--- config.mk ---
export PLATFORM = sky130hd
export DESIGN_NAME = tmr_event_unit
export DESIGN_NICKNAME = d
export VERILOG_FILES = /design/src/rtl/tmr_evt_pkg.sv /design/src/rtl/tmr_alarm_cmp.sv /design/src/rtl/tmr_trig_cap.sv /design/src/rtl/tmr_event_unit.sv
export SDC_FILE = /design/constraint.sdc
export NUM_CORES = 1
export LEC_CHECK = 0
export CAP_MARGIN = 20
export CORE_MARGIN = 4
export CORE_UTILIZATION = 57
export CTS_BUF_LIST = sky130_fd_sc_hd__clkbuf_8 sky130_fd_sc_hd__clkbuf_16
export CTS_CLUSTER_SIZE = 40
export DETAILED_ROUTE_END_ITERATION = 8
export DONT_BUFFER_PORTS = 1
export GPL_TIMING_DRIVEN = 0
export HOLD_SLACK_MARGIN = 0.1
export PLACE_DENSITY = 0.75
export RECOVER_POWER = 25
export SKIP_LAST_GASP = 1
export SLEW_MARGIN = 40
export SYNTH_ARGS = -nofsm -noshare
export SYNTH_HDL_FRONTEND = slang
export SYNTH_SLANG_ARGS = --single-unit
--- constraint.sdc ---
create_clock -name clk -period 1.95 [get_ports clk]
set_clock_uncertainty 0.1 [all_clocks]
set_input_delay 0.39 -clock clk [delete_from_list [all_inputs] [get_ports clk]]
set_output_delay 0.39 -clock clk [all_outputs]
set_load 0.02 [all_outputs]
--- src/rtl/tmr_evt_pkg.sv ---
// Shared constants for the timer event unit: register addresses and bit
// positions. Assumes a 32-bit register bus and two alarms plus two triggers.
package tmr_evt_pkg;
    localparam int unsigned N_ALARM  = 2;
    localparam int unsigned N_TRIG   = 2;
    localparam int unsigned BUS_W    = 32;
    localparam int unsigned ADDR_W   = 4;

    localparam logic [ADDR_W-1:0] A_CTRL   = 4'd0;
    localparam logic [ADDR_W-1:0] A_EVT    = 4'd1;
    localparam logic [ADDR_W-1:0] A_MASK   = 4'd2;
    localparam logic [ADDR_W-1:0] A_AL_LO0 = 4'd3;  // alarm i low  = 3 + 2i
    localparam logic [ADDR_W-1:0] A_CP_HI0 = 4'd7;  // capture i high = 7 + 2i

    localparam int unsigned B_ALM0   = 16;  // alarm event bits 16, 17
    localparam int unsigned B_TRG0   = 24;  // trigger event bits 24, 25
    localparam int unsigned B_POL0   = 31;  // polarity bits 31, 30
    localparam int unsigned B_EDG0   = 8;   // edge bits 8, 9

    localparam logic [BUS_W-1:0] EVT_IMPL = 32'h0303_0000;
endpackage

--- src/rtl/tmr_alarm_cmp.sv ---
// One alarm comparator. Holds a staged low word and a full alarm time; a
// high-word write loads the time and arms it. Fires once per arming when the
// current time equals the alarm time, then drives a one-cycle pin pulse.
// Assumes TIME_W is larger than 32 and at most 64.
module tmr_alarm_cmp #(
    parameter int unsigned TIME_W = 64
) (
    input  logic              clk,
    input  logic              rst_n,
    input  logic [TIME_W-1:0] cur_time,
    input  logic              wr_lo,
    input  logic              wr_hi,
    input  logic [31:0]       wdata,
    input  logic              polarity,
    output logic              fire,
    output logic              armed,
    output logic              pin
);
    localparam int unsigned HI_W = TIME_W - 32;

    logic [31:0]       lo_stage_q;
    logic [TIME_W-1:0] alarm_q;
    logic              pulse_q;

    // Compare only while armed.
    always_comb begin
        fire = armed && (cur_time == alarm_q);
    end

    // Stage the low word, load and arm on high word, disarm after firing.
    always_ff @(posedge clk) begin
        if (!rst_n) begin
            lo_stage_q <= '0;
            alarm_q    <= '0;
            armed      <= 1'b0;
            pulse_q    <= 1'b0;
        end else begin
            if (wr_lo) lo_stage_q <= wdata;
            if (wr_hi) begin
                alarm_q <= {wdata[HI_W-1:0], lo_stage_q};
                armed   <= 1'b1;
            end else if (fire) begin
                armed   <= 1'b0;
            end
            pulse_q <= fire;
        end
    end

    // Apply programmed polarity to the pulse.
    always_comb begin
        pin = pulse_q ^ polarity;
    end
endmodule

--- src/rtl/tmr_trig_cap.sv ---
// One external trigger capture. The pin passes through SYNC_N flops, an
// edge detector picks rising or falling, and the detected edge copies the
// current time into the capture register. Assumes SYNC_N >= 2.
module tmr_trig_cap #(
    parameter int unsigned TIME_W = 64,
    parameter int unsigned SYNC_N = 2
) (
    input  logic              clk,
    input  logic              rst_n,
    input  logic              trig_in,
    input  logic              fall_sel,
    input  logic [TIME_W-1:0] cur_time,
    output logic              hit,
    output logic [TIME_W-1:0] cap
);
    logic [SYNC_N-1:0] sync_q;
    logic              last_q;

    // Detect the selected edge on the synchronised level.
    always_comb begin
        if (fall_sel) hit = !sync_q[SYNC_N-1] &&  last_q;
        else          hit =  sync_q[SYNC_N-1] && !last_q;
    end

    // Synchronise, remember previous level, capture time on edge.
    always_ff @(posedge clk) begin
        if (!rst_n) begin
            sync_q <= '0;
            last_q <= 1'b0;
            cap    <= '0;
        end else begin
            sync_q <= {sync_q[SYNC_N-2:0], trig_in};
            last_q <= sync_q[SYNC_N-1];
            if (hit) cap <= cur_time;
        end
    end
endmodule

--- src/rtl/tmr_event_unit.sv ---
// Timer event unit top. Holds control, event and mask registers, instances
// the alarm comparators and trigger captures, and drives the masked
// interrupt. Register writes take effect at the clock edge; reads are
// combinational from the address. Assumes TIME_W between 33 and 64.
module tmr_event_unit
    import tmr_evt_pkg::*;
#(
    parameter int unsigned TIME_W = 64,
    parameter int unsigned SYNC_N = 2
) (
    input  logic              clk,
    input  logic              rst_n,
    input  logic [TIME_W-1:0] cur_time,
    input  logic [N_TRIG-1:0] trig_in,
    input  logic              reg_wr,
    input  logic [ADDR_W-1:0] reg_addr,
    input  logic [BUS_W-1:0]  reg_wdata,
    output logic [BUS_W-1:0]  reg_rdata,
    output logic [N_ALARM-1:0] alarm_pin,
    output logic              irq
);
    logic [N_ALARM-1:0] pol_q;
    logic [N_TRIG-1:0]  edg_q;
    logic [BUS_W-1:0]   evt_q;
    logic [BUS_W-1:0]   mask_q;
    logic [BUS_W-1:0]   set_vec;
    logic [BUS_W-1:0]   clr_vec;
    logic [N_ALARM-1:0] fire_w;
    logic [N_ALARM-1:0] armed_w;
    logic [N_TRIG-1:0]  hit_w;
    logic [TIME_W-1:0]  cap_w [N_TRIG];

    logic wr_ctrl, wr_evt, wr_mask;
    assign wr_ctrl = reg_wr && (reg_addr == A_CTRL);
    assign wr_evt  = reg_wr && (reg_addr == A_EVT);
    assign wr_mask = reg_wr && (reg_addr == A_MASK);

    // Alarm comparators, one per alarm.
    for (genvar i = 0; i < N_ALARM; i++) begin : g_alarm
        localparam logic [ADDR_W-1:0] LO_A = A_AL_LO0 + ADDR_W'(2 * i);
        tmr_alarm_cmp #(.TIME_W(TIME_W)) alarm_i (
            .clk      (clk),
            .rst_n    (rst_n),
            .cur_time (cur_time),
            .wr_lo    (reg_wr && (reg_addr == LO_A)),
            .wr_hi    (reg_wr && (reg_addr == LO_A + 4'd1)),
            .wdata    (reg_wdata),
            .polarity (pol_q[i]),
            .fire     (fire_w[i]),
            .armed    (armed_w[i]),
            .pin      (alarm_pin[i])
        );
    end

    // Trigger captures, one per trigger pin.
    for (genvar i = 0; i < N_TRIG; i++) begin : g_trig
        tmr_trig_cap #(.TIME_W(TIME_W), .SYNC_N(SYNC_N)) trig_i (
            .clk      (clk),
            .rst_n    (rst_n),
            .trig_in  (trig_in[i]),
            .fall_sel (edg_q[i]),
            .cur_time (cur_time),
            .hit      (hit_w[i]),
            .cap      (cap_w[i])
        );
    end

    // Gather event sources and write-one clear requests.
    always_comb begin
        set_vec = '0;
        for (int i = 0; i < N_ALARM; i++) set_vec[B_ALM0 + i] = fire_w[i];
        for (int i = 0; i < N_TRIG; i++)  set_vec[B_TRG0 + i] = hit_w[i];
        clr_vec = wr_evt ? reg_wdata : '0;
    end

    // Control, event and mask registers; a new event beats its clear.
    always_ff @(posedge clk) begin
        if (!rst_n) begin
            pol_q  <= '0;
            edg_q  <= '0;
            evt_q  <= '0;
            mask_q <= '0;
        end else begin
            if (wr_ctrl) begin
                for (int i = 0; i < N_ALARM; i++) pol_q[i] <= reg_wdata[B_POL0 - i];
                for (int i = 0; i < N_TRIG; i++)  edg_q[i] <= reg_wdata[B_EDG0 + i];
            end
            if (wr_mask) mask_q <= reg_wdata & EVT_IMPL;
            evt_q <= ((evt_q & ~clr_vec) | set_vec) & EVT_IMPL;
        end
    end

    // Masked interrupt.
    always_comb begin
        irq = |(evt_q & mask_q);
    end

    // Register read mux.
    always_comb begin
        reg_rdata = '0;
        if (reg_addr == A_CTRL) begin
            for (int i = 0; i < N_ALARM; i++) reg_rdata[B_POL0 - i] = pol_q[i];
            for (int i = 0; i < N_TRIG; i++)  reg_rdata[B_EDG0 + i] = edg_q[i];
        end else if (reg_addr == A_EVT) begin
            reg_rdata = evt_q;
        end else if (reg_addr == A_MASK) begin
            reg_rdata = mask_q;
        end else begin
            for (int i = 0; i < N_TRIG; i++) begin
                if (reg_addr == A_CP_HI0 + ADDR_W'(2 * i))
                    reg_rdata = BUS_W'(cap_w[i] >> 32);
                if (reg_addr == A_CP_HI0 + ADDR_W'(2 * i + 1))
                    reg_rdata = cap_w[i][31:0];
            end
        end
    end
endmodule

==> metrics.txt <==
Post-Syn Area=approximately 14000 um^2; Synth cell types=approximately 40; R2R Setup Slk=-10 ps; largest net degree at the start of global routing=15; Seq/Total Area, Yosys=approximately half; synth cell count leaders=nand2_1, dfxtp_1, a21oi_1; Async SR Flop Fraction=0%; design area=17400 um^2; Final Cycle Share=109%; Avg Vias per Cell=between 5 and 6; CP Max Fanout=2; Crit Path Category=flip-flop to output port; DP Wirelength=approximately 36 mm; global placement routability congestion=roughly 1.0; status=finished with violations; reg-to-reg endpoint=g_trig[1].trig_i.cap[38]; Yosys top cell area share=48.6%; power density over the cells=slightly below 900 nW/um^2; Die X-Extent=about 170 um; CP endpoint=reg_rdata[16]; Startpoint Class=flip-flop; # placed instances=~2100; average size of a mapped cell=7.85 um^2; Critical Path AT=between 1500 and 2000 ps; post-synth top area cell=dfxtp_1; mean routed wirelength per cell=~23 um; Storage cell area=just under 7000 um^2; Vias=13700; fillcell total=~1900; Worst-path clk slew=about 60 ps; pre-CTS WS=-523 ps; Area contributors post-synth=dfxtp_1, nand2_1, a21oi_1, xnor2_1, a22oi_1; Area Overhead vs Synth=23.8%; CP required=about 1500 ps; worst slew pin tran=roughly 830 ps; Starting Density=between 50% and 60%; final core utilization=between 70% and 80%; CTS buffer count=36; worst setup path startpoint=g_trig[1].trig_i.cap[48]; flops & latches, synth=approximately 340; final wirelength=~52 mm; syn nets=1898; final hold vios=0; Worst IR Drop VDD=around 0.8 mV; share of cells above drive strength 1=between 10% and 20%; total gr overflow=0; Max Cap Viol=0; number of cells produced by synthesis=1793; die area=27300 um^2; Top Ports=between 100 and 150; # DRC=0; Core Area=between 20000 and 25000 um^2; first-pass GRT wire length=approximately 77 mm; unrepaired setup endpoints after global routing=yes; fmax=around 470 MHz; CTS root buffer=clkbuf_16; final setup margin=-180 ps; FP Rows=between 50 and 60; Slew Limit Fails=0; final number of setup-violating endpoints=128; most frequent cell after synthesis=nand2_1; clk sinks=342; Reg2Reg Depth=6; CTS tree=done; EDFF count, synth=0; Ys Warns=0; Post-synth top flop=dfxtp_1; Layout Nets=about 2000; Crit. End Element=output port; multi-input logic area=around 7000 um^2; DR pass1 iterations=6; CTS H-tree lvls=2; Post-DP Area=14600 um^2; failing checks=setup timing; Worst Hold Class=primary input to flip-flop; non-filler cells, final=between 2000 and 2500; vias in the first global route=around 13000; setup TNS=-7350 ps; Die H=165 um; I/O Buffers=0; Routed Antenna Nets=0; Skew-Pair Late Insertion Delay=520 ps; clk buf depth=3; Final min period=approximately 2100 ps; r2r startpoint=g_trig[1].trig_i.last_q; DRT iter0 DRCs=1672; Hold Path Cell Cnt=4; initial antenna violation count=3; leakage=5.83 nW; GRT Overall Usage=between 30% and 40%; relative slew slack=about 45%
==> worst min path at each step <==
stage / from / end / slack (ps)
after floorplan: g_trig[0].trig_i.sync_q[0] / g_trig[0].trig_i.sync_q[1] / 310
after global placement: g_trig[0].trig_i.sync_q[0] / g_trig[0].trig_i.sync_q[1] / 320
after detailed placement: g_trig[0].trig_i.sync_q[0] / g_trig[0].trig_i.sync_q[1] / 320
after CTS: reg_addr[1] / g_alarm[1].alarm_i.alarm_q[2] / 140
after global routing: reg_addr[1] / g_alarm[1].alarm_i.alarm_q[3] / 150
final: reg_addr[1] / g_alarm[1].alarm_i.alarm_q[2] / 150
==> registers in the layout (all words and copies together) (netlist names) <==
register / flops
g_alarm.alarm_i.alarm_q: 128
g_trig.trig_i.cap: 128
g_alarm.alarm_i.lo_stage_q: 64
evt_q: 4
g_trig.trig_i.sync_q: 4
mask_q: 4
edg_q: 2
g_alarm.alarm_i.armed: 2
g_alarm.alarm_i.pulse_q: 2
g_trig.trig_i.last_q: 2
pol_q: 2
==> cell families after synthesis <==
kind of cell / Yosys count / synth area share, %
compound gates: 408 / 15.9
xor+xnor: 130 / 8.09
buf+inv: 130 / 4.24
flops: 342 / 48.6
mux: 8 / 0.604
simple gates: 775 / 22.5
==> worst max-delay path, cell delays in order (launching register included) <==
cell and delay [ps]:
dfxtp_2 320, a222oi_1 450, o21ai_1 160, o211a_4 200
==> power by group <==
group	switching [W]	internal, W
registers	0.0000868	0.00712
clock network	0.00280	0.00388
logic	0.000736	0.000463
total	0.00362	0.0115
==> placed cells by master (no fill, tap or decap), types with 4 or more instances in the layout <==
cell type      instances
nand2_2               24
nor2_4                 4
clkbuf_16             38
a22oi_1               19
nand4_1               35
nand2_4                4
clkbuf_2              15
diode_2                9
inv_1                  9
a22oi_2               39
dlygate4sd3_1         98
mux2i_1                4
clkbuf_1              58
nor4_1                 5
o21ai_1                5
a222oi_1               4
nand3_4                4
clkbuf_8              10
buf_2                 26
nand2_1              651
clkinv_2               5
buf_4                 15
buf_6                 10
mux2_2                 4
nand3_1                7
nor2_1                12
xnor2_1              118
buf_8                  6
xnor2_2               10
a21oi_1              329
dfxtp_1              339
nor4_2                 4
==> per-layer routing <==
layer	up-vias	global-route usage [%]	wire [um]
li1	6251	-	-
met5	-	0	0
met2	769	60.2	23800
met3	199	6.48	5380
met1	6483	48.2	19900
met4	0	19.4	3260
==> through the flow <==
stage                     hold slack (ps)  total power, W
after floorplan                       312         0.00790
after global placement                317         0.00816
after detailed placement              321         0.00818
after CTS                             137          0.0150
after global routing                  152          0.0154
final                                 154          0.0151
==> layout make-up <==
| type | instances | share of cell area [%] |
|---|---|---|
| repair buffers | 119 | 7.07 |
| inverters | 4 | 0.0862 |
| well taps | 324 | 2.33 |
| clock inverters | 15 | 0.603 |
| clock buffers | 45 | 5.94 |
| diodes | 9 | 0.129 |
| multi-input cells | 1321 | 40.8 |
| plain buffers | 121 | 3.75 |
| flip-flops and latches | 342 | 39.3 |
==> timing repair <==
| item | 4_1_cts | 5_1_grt |
|---|---|---|
| endpoints found under the hold margin | 270 | 0 |
| resized for setup | 102 | 50 |
| endpoints found under the setup margin | 51 | 156 |
| gates cloned | 3 | 1 |
| pin swaps | 40 | 14 |
| hold buffers | 98 | 0 |
| buffers inserted | 16 | 4 |
No activity file was read; power rests on OpenSTA's default activity.
